==> src/rtl/winret_pkg.sv <==
package winret_pkg;
   typedef enum logic [1:0] {
      OP_RET  = 2'b00,
      OP_RFWO = 2'b01,
      OP_RFWU = 2'b10,
      OP_CALL = 2'b11
   } winret_op_e;

   localparam int unsigned PROBE_DEPTH = 3;
endpackage

==> src/rtl/winret_bit_pick.sv <==
module winret_bit_pick #(
   parameter int unsigned NUM_WIN = 16,
   localparam int unsigned WB_W = $clog2(NUM_WIN)
) (
   input  logic [NUM_WIN-1:0] vec_i,
   input  logic [WB_W-1:0]    idx_i,
   output logic               bit_o,
   output logic [NUM_WIN-1:0] mask_o
);
   for (genvar g = 0; g < NUM_WIN; g++) begin : g_dec
      assign mask_o[g] = (idx_i == WB_W'(g));
   end
   assign bit_o = |(vec_i & mask_o);
endmodule

==> src/rtl/winret_caller_probe.sv <==
module winret_caller_probe import winret_pkg::*; #(
   parameter int unsigned NUM_WIN = 16,
   localparam int unsigned WB_W = $clog2(NUM_WIN)
) (
   input  logic [NUM_WIN-1:0] wstart_i,
   input  logic [WB_W-1:0]    wbase_i,
   output logic [1:0]         caller_sz_o
);
   logic [PROBE_DEPTH:1] hit;

   for (genvar k = 1; k <= PROBE_DEPTH; k++) begin : g_probe
      logic [WB_W-1:0] idx;
      logic            unused_mask_ok;
      logic [NUM_WIN-1:0] mask;
      assign idx = wbase_i - WB_W'(k);
      winret_bit_pick #(.NUM_WIN(NUM_WIN)) i_pick (
         .vec_i  (wstart_i),
         .idx_i  (idx),
         .bit_o  (hit[k]),
         .mask_o (mask)
      );
      assign unused_mask_ok = |mask;
   end

   always_comb begin
      caller_sz_o = 2'd0;
      for (int k = PROBE_DEPTH; k >= 1; k--) begin
         if (hit[k]) caller_sz_o = 2'(k);
      end
   end
endmodule

==> src/rtl/winret_unit.sv <==
module winret_unit import winret_pkg::*; #(
   parameter int unsigned NUM_WIN = 16,
   parameter int unsigned PC_W    = 32,
   localparam int unsigned WB_W   = $clog2(NUM_WIN)
) (
   input  logic               clk,
   input  logic               rst_n,
   input  logic               req_valid,
   input  logic [1:0]         req_op,
   input  logic [PC_W-1:0]    req_pc,
   input  logic [PC_W-1:0]    req_ret_addr,
   input  logic [1:0]         req_call_inc,
   input  logic [WB_W-1:0]    wbase_i,
   input  logic [NUM_WIN-1:0] wstart_i,
   input  logic               ovf_en_i,
   input  logic               exc_mode_i,
   input  logic [WB_W-1:0]    saved_base_i,
   input  logic [PC_W-1:0]    trap_pc_i,
   output logic               rsp_valid,
   output logic               rsp_illegal,
   output logic               rsp_underflow,
   output logic [1:0]         rsp_uf_kind,
   output logic               rsp_jump,
   output logic [PC_W-1:0]    rsp_target,
   output logic [WB_W-1:0]    rsp_wbase,
   output logic [NUM_WIN-1:0] rsp_wstart,
   output logic               rsp_exc_mode,
   output logic [WB_W-1:0]    rsp_saved_base,
   output logic               rsp_trap_we,
   output logic [PC_W-1:0]    rsp_trap_pc,
   output logic               rsp_link_we,
   output logic [3:0]         rsp_link_idx,
   output logic [PC_W-1:0]    rsp_link,
   output logic               rsp_callinc_we,
   output logic [1:0]         rsp_callinc
);
   localparam int unsigned LOW_W = PC_W - 2;

   if (NUM_WIN < 4 || (NUM_WIN & (NUM_WIN - 1)) != 0) begin : g_bad_win
      $error("winret_unit: NUM_WIN must be a power of two of at least 4");
   end
   if (PC_W < 8) begin : g_bad_pc
      $error("winret_unit: PC_W must be at least 8");
   end

   winret_op_e         op;
   logic [1:0]         call_sz;
   logic [1:0]         caller_sz;
   logic [WB_W-1:0]    back_base;
   logic               back_live;
   logic [NUM_WIN-1:0] back_mask;
   logic               cur_live;
   logic [NUM_WIN-1:0] cur_mask;
   logic               bad_ret;

   assign op      = winret_op_e'(req_op);
   assign call_sz = req_ret_addr[PC_W-1 -: 2];
   assign back_base = wbase_i - WB_W'(call_sz);

   winret_caller_probe #(.NUM_WIN(NUM_WIN)) i_probe (
      .wstart_i    (wstart_i),
      .wbase_i     (wbase_i),
      .caller_sz_o (caller_sz)
   );

   winret_bit_pick #(.NUM_WIN(NUM_WIN)) i_back_pick (
      .vec_i  (wstart_i),
      .idx_i  (back_base),
      .bit_o  (back_live),
      .mask_o (back_mask)
   );

   winret_bit_pick #(.NUM_WIN(NUM_WIN)) i_cur_pick (
      .vec_i  (wstart_i),
      .idx_i  (wbase_i),
      .bit_o  (cur_live),
      .mask_o (cur_mask)
   );

   assign bad_ret = (call_sz == 2'd0)
                  || (caller_sz != 2'd0 && caller_sz != call_sz)
                  || !ovf_en_i || exc_mode_i;

   logic               n_illegal, n_underflow, n_jump, n_exc, n_trap_we;
   logic               n_link_we, n_callinc_we;
   logic [1:0]         n_uf_kind, n_callinc;
   logic [PC_W-1:0]    n_target, n_trap_pc, n_link;
   logic [WB_W-1:0]    n_wbase, n_saved;
   logic [NUM_WIN-1:0] n_wstart;
   logic [3:0]         n_link_idx;
   logic [PC_W-1:0]    pc_plus3;

   assign pc_plus3 = req_pc + PC_W'(3);

   always_comb begin
      n_illegal    = 1'b0;
      n_underflow  = 1'b0;
      n_uf_kind    = 2'd0;
      n_jump       = 1'b0;
      n_target     = '0;
      n_wbase      = wbase_i;
      n_wstart     = wstart_i;
      n_exc        = exc_mode_i;
      n_saved      = saved_base_i;
      n_trap_we    = 1'b0;
      n_trap_pc    = trap_pc_i;
      n_link_we    = 1'b0;
      n_link_idx   = 4'd0;
      n_link       = '0;
      n_callinc_we = 1'b0;
      n_callinc    = 2'd0;
      unique case (op)
         OP_RET: begin
            if (bad_ret) begin
               n_illegal = 1'b1;
            end else begin
               n_wbase = back_base;
               if (back_live) begin
                  n_wstart = wstart_i & ~cur_mask;
                  n_jump   = 1'b1;
                  n_target = {req_pc[PC_W-1 -: 2], req_ret_addr[LOW_W-1:0]};
               end else begin
                  n_underflow = 1'b1;
                  n_uf_kind   = call_sz;
                  n_saved     = wbase_i;
                  n_exc       = 1'b1;
                  n_trap_we   = 1'b1;
                  n_trap_pc   = req_pc;
               end
            end
         end
         OP_RFWO, OP_RFWU: begin
            n_wstart = (op == OP_RFWO) ? (wstart_i & ~cur_mask)
                                       : (wstart_i | cur_mask);
            n_exc    = 1'b0;
            n_wbase  = saved_base_i;
            n_jump   = 1'b1;
            n_target = trap_pc_i;
         end
         OP_CALL: begin
            n_link_we    = 1'b1;
            n_link_idx   = {req_call_inc, 2'b00};
            n_link       = {req_call_inc, pc_plus3[LOW_W-1:0]};
            n_callinc_we = 1'b1;
            n_callinc    = req_call_inc;
         end
         default: ;
      endcase
   end

   logic unused_ok;
   assign unused_ok = cur_live | (|back_mask);

   always_ff @(posedge clk or negedge rst_n) begin
      if (!rst_n) begin
         rsp_valid      <= 1'b0;
         rsp_illegal    <= 1'b0;
         rsp_underflow  <= 1'b0;
         rsp_uf_kind    <= 2'd0;
         rsp_jump       <= 1'b0;
         rsp_target     <= '0;
         rsp_wbase      <= '0;
         rsp_wstart     <= '0;
         rsp_exc_mode   <= 1'b0;
         rsp_saved_base <= '0;
         rsp_trap_we    <= 1'b0;
         rsp_trap_pc    <= '0;
         rsp_link_we    <= 1'b0;
         rsp_link_idx   <= 4'd0;
         rsp_link       <= '0;
         rsp_callinc_we <= 1'b0;
         rsp_callinc    <= 2'd0;
      end else begin
         rsp_valid      <= req_valid;
         rsp_illegal    <= req_valid & n_illegal;
         rsp_underflow  <= req_valid & n_underflow;
         rsp_jump       <= req_valid & n_jump;
         rsp_trap_we    <= req_valid & n_trap_we;
         rsp_link_we    <= req_valid & n_link_we;
         rsp_callinc_we <= req_valid & n_callinc_we;
         if (req_valid) begin
            rsp_uf_kind    <= n_uf_kind;
            rsp_target     <= n_target;
            rsp_wbase      <= n_wbase;
            rsp_wstart     <= n_wstart;
            rsp_exc_mode   <= n_exc;
            rsp_saved_base <= n_saved;
            rsp_trap_pc    <= n_trap_pc;
            rsp_link_idx   <= n_link_idx;
            rsp_link       <= n_link;
            rsp_callinc    <= n_callinc;
         end
      end
   end
endmodule

==> config.mk <==
export PLATFORM = sky130hd
export DESIGN_NAME = winret_unit
export DESIGN_NICKNAME = d
export VERILOG_FILES = /design/src/rtl/winret_pkg.sv /design/src/rtl/winret_bit_pick.sv /design/src/rtl/winret_caller_probe.sv /design/src/rtl/winret_unit.sv
export SDC_FILE = /design/constraint.sdc
export NUM_CORES = 1
export LEC_CHECK = 0
export BUFFER_PORTS_ARGS = -buffer_cell sky130_fd_sc_hd__buf_2
export CORE_MARGIN = 4
export CORE_UTILIZATION = 25
export CTS_CLUSTER_SIZE = 40
export DETAILED_ROUTE_END_ITERATION = 10
export GPL_TIMING_DRIVEN = 0
export HOLD_SLACK_MARGIN = 0.06
export PLACE_DENSITY_LB_ADDON = 0.08
export RECOVER_POWER = 25
export SLEW_MARGIN = 10
export SYNTH_ARGS = -nofsm -noshare
export SYNTH_HDL_FRONTEND = slang
export SYNTH_HIERARCHICAL = 1
export SYNTH_SLANG_ARGS = --single-unit
export TNS_END_PERCENT = 100
==> constraint.sdc <==
create_clock -name clk -period 1.75 [get_ports clk]
set_input_delay 0 -clock clk [delete_from_list [all_inputs] [get_ports clk]]
set_output_delay 0 -clock clk [all_outputs]
set_load 0.05 [all_outputs]
==> impl_metrics.tcl <==
set metrics [dict create \
    status "complete, but fails checks" \
    violations "negative setup slack" \
    core.rowCount 64 \
    htree_num_levels 4 \
    chipHeight_um 184 \
    worstPathArrival_ns 3.16 \
    viasPerCell 4.82 \
    clock_sinks 128 \
    critPathCaptureType "flip-flop" \
    cp-start-kind "primary input" \
    die_area_um2 33800 \
    power_mw 10.6 \
    ant_nets 0 \
    fin_crit_ns 2.84 \
    dp_slack_ns -2.15 \
    final_area_um2 12500 \
    route.final.wire_length_um 36300 \
    p_leak_nw 5.93 \
    io_buffers 262 \
    drc 0 \
    finalClockSkew_ns 0 \
    diodes 0 \
    crit_required_ns 2.07 \
    die_w_um 184 \
    worstMarginPinSlew_ns 0.973 \
    pin_count 265 \
    gr-total-overflow 0 \
    drtIter0Drc 388 \
    antenna_found_initial 0 \
    cts_made_buffers 17 \
    track_usage_pct 21.2 \
    grt_pass1_wl_um 54100 \
    fillCellCount 3128 \
    slew_headroom_pct 35.1 \
    avgSynthCellArea_um2 9.40 \
    clk_latency_ns 0.42 \
    path_clk_slew_ns 0.06 \
    timing.final.ws_setup_ns -1.09 \
    final_layout_size_suffix_gt1_share_pct 37.4 \
    placed_area_um2 9750 \
    detailed_place_hpwl_um 25700 \
    area_growth_pct 61.6 \
    ir_worst_vdd_mv 0.634 \
    fin_util_pct 40.8 \
    root_buffer "clkbuf_16" \
    cts_tree "done" \
    max_cap_violations 0 \
    maxSlewViolCount 0 \
    routedWlPerCell_um 21.6 \
    synth_warnings 6 \
    grt_max_degree 69 \
    start_util_pct 25.3 \
    first_pass_iters 4 \
    holdWs_ns 0.0789 \
    hold_viol_final 0 \
    grt_pass1_vias 8576 \
    gp_routability_congestion 0.787 \
    cellPowerDensity_nw_per_um2 851 \
    nets 1413 \
    synthCells 823 \
    rsz0062_at_grt "true" \
    fmax_mhz 352 \
    num_vias 8102 \
    crit_type "in -> reg" \
    worstPathMaxFanout 5 \
    hold_path_class "in -> reg" \
    period_share_pct 163 \
    syn_area_um2 7730 \
    clockBufferDepth 2 \
    core_area_um2 30600 \
    setup_violations 94 \
]
registers in the layout, indices dropped and copies added, names as in the netlist:
name            cells
rsp_illegal         1
rsp_link           32
rsp_jump            1
rsp_uf_kind         2
rsp_exc_mode        1
rsp_valid           1
rsp_wbase           4
rsp_wstart         16
rsp_saved_base      4
rsp_trap_pc        32
rsp_callinc_we      1
rsp_target         32
rsp_trap_we         1
through the flow:
stage,TNS (ns),instances
floorplan,-80.50,824
global placement,-379.31,1482
detailed placement,-195.71,1483
CTS,-83.21,1673
global route,-96.93,1681
finish,-86.80,1681
cells in the final DEF, fill, tap and decap left out, drive strengths merged, types with 3 or more instances in the layout:
master,instances
nor2,74
a22oi,3
dlygate4sd3,126
nor2b,7
o21ai,28
nor3,12
and3,40
and4,3
inv,19
a221oi,27
bufinv,3
a221o,32
nand4,9
dfrtp,128
and2b,9
o221ai,5
nand2b,16
o2bb2ai,4
nor4,4
clkbuf,66
ha,11
o211ai,4
a21oi,22
and2,3
nand2,116
o22ai,4
nand3,14
a31o,5
xnor2,26
o41ai,4
buf,339
mux2i,16
clkinv,6
a31oi,37
xor2,9
or2,5
a22o,27
path summary, 6_finish.rpt:
check	startpoint	end	slack, ns	cells past startpoint
setup / recovery	wbase_i[1]	rsp_target[3]$_DFFE_PN0P_	-1.09	18
hold / removal	req_pc[2]	rsp_link[3]$_DFFE_PN0P_	0.08	4
setup reg to reg	rsp_target[1]$_DFFE_PN0P_	rsp_target[1]$_DFFE_PN0P_	0.87	1
hold reg to reg	rsp_uf_kind[1]$_DFFE_PN0P_	rsp_uf_kind[1]$_DFFE_PN0P_	0.49	1
max in group asynchronous	rst_n	rsp_wstart[2]$_DFFE_PN0P_	0.29	3
min in group asynchronous	rst_n	rsp_target[18]$_DFFE_PN0P_	0.27	2
critical path: stages:
cell and delay, ns:
buf_12 0.11, inv_12 0.05, ha_4 0.12, a21boi_4 0.23, xor2_4 0.24, buf_6 0.13, and2b_4 0.18, a221oi_2 0.08
o41ai_4 0.47, a21o_1 0.18, buf_4 0.12, a21oi_2 0.03, and2_4 0.16, o211a_4 0.26, and3_4 0.19, buf_12 0.14
clkbuf_16 0.14, a221o_1 0.29
layout make-up:
class | count | area (um2) | share of cell area (%)
tap | 396 | 495 | 3.97
inverter | 19 | 96.3 | 0.771
buffer | 80 | 632 | 5.06
timing repair buffer | 431 | 3150 | 25.2
multi-input combinational | 595 | 4320 | 34.5
clock inverter | 10 | 135 | 1.08
sequential | 128 | 3200 | 25.6
clock buffer | 22 | 464 | 3.72
report_power, final:
group          switching (mW)  total [mW]  internal, mW
Clock                    1.45        3.77          2.31
Combinational            2.27        3.50          1.23
Sequential              0.143        3.37          3.22
Total                    3.87        10.6          6.76
metal layers:
| metal | global-route usage, % | routed length (um) |
|---|---|---|
| met3 | 4.99 | 1970 |
| met4 | 4.53 | 475 |
| met5 | 0 | 0 |
| met2 | 35.1 | 17100 |
| met1 | 28.3 | 16800 |
repair_timing:
item	in CTS	in global routing
setup endpoints to repair	96	123
setup buffers	27	8
pin swaps	28	12
resized for setup	70	22
hold buffers	126	0
hold endpoints to repair	246	0
gates cloned	8	1
No activity file was read; power rests on OpenSTA's default activity.
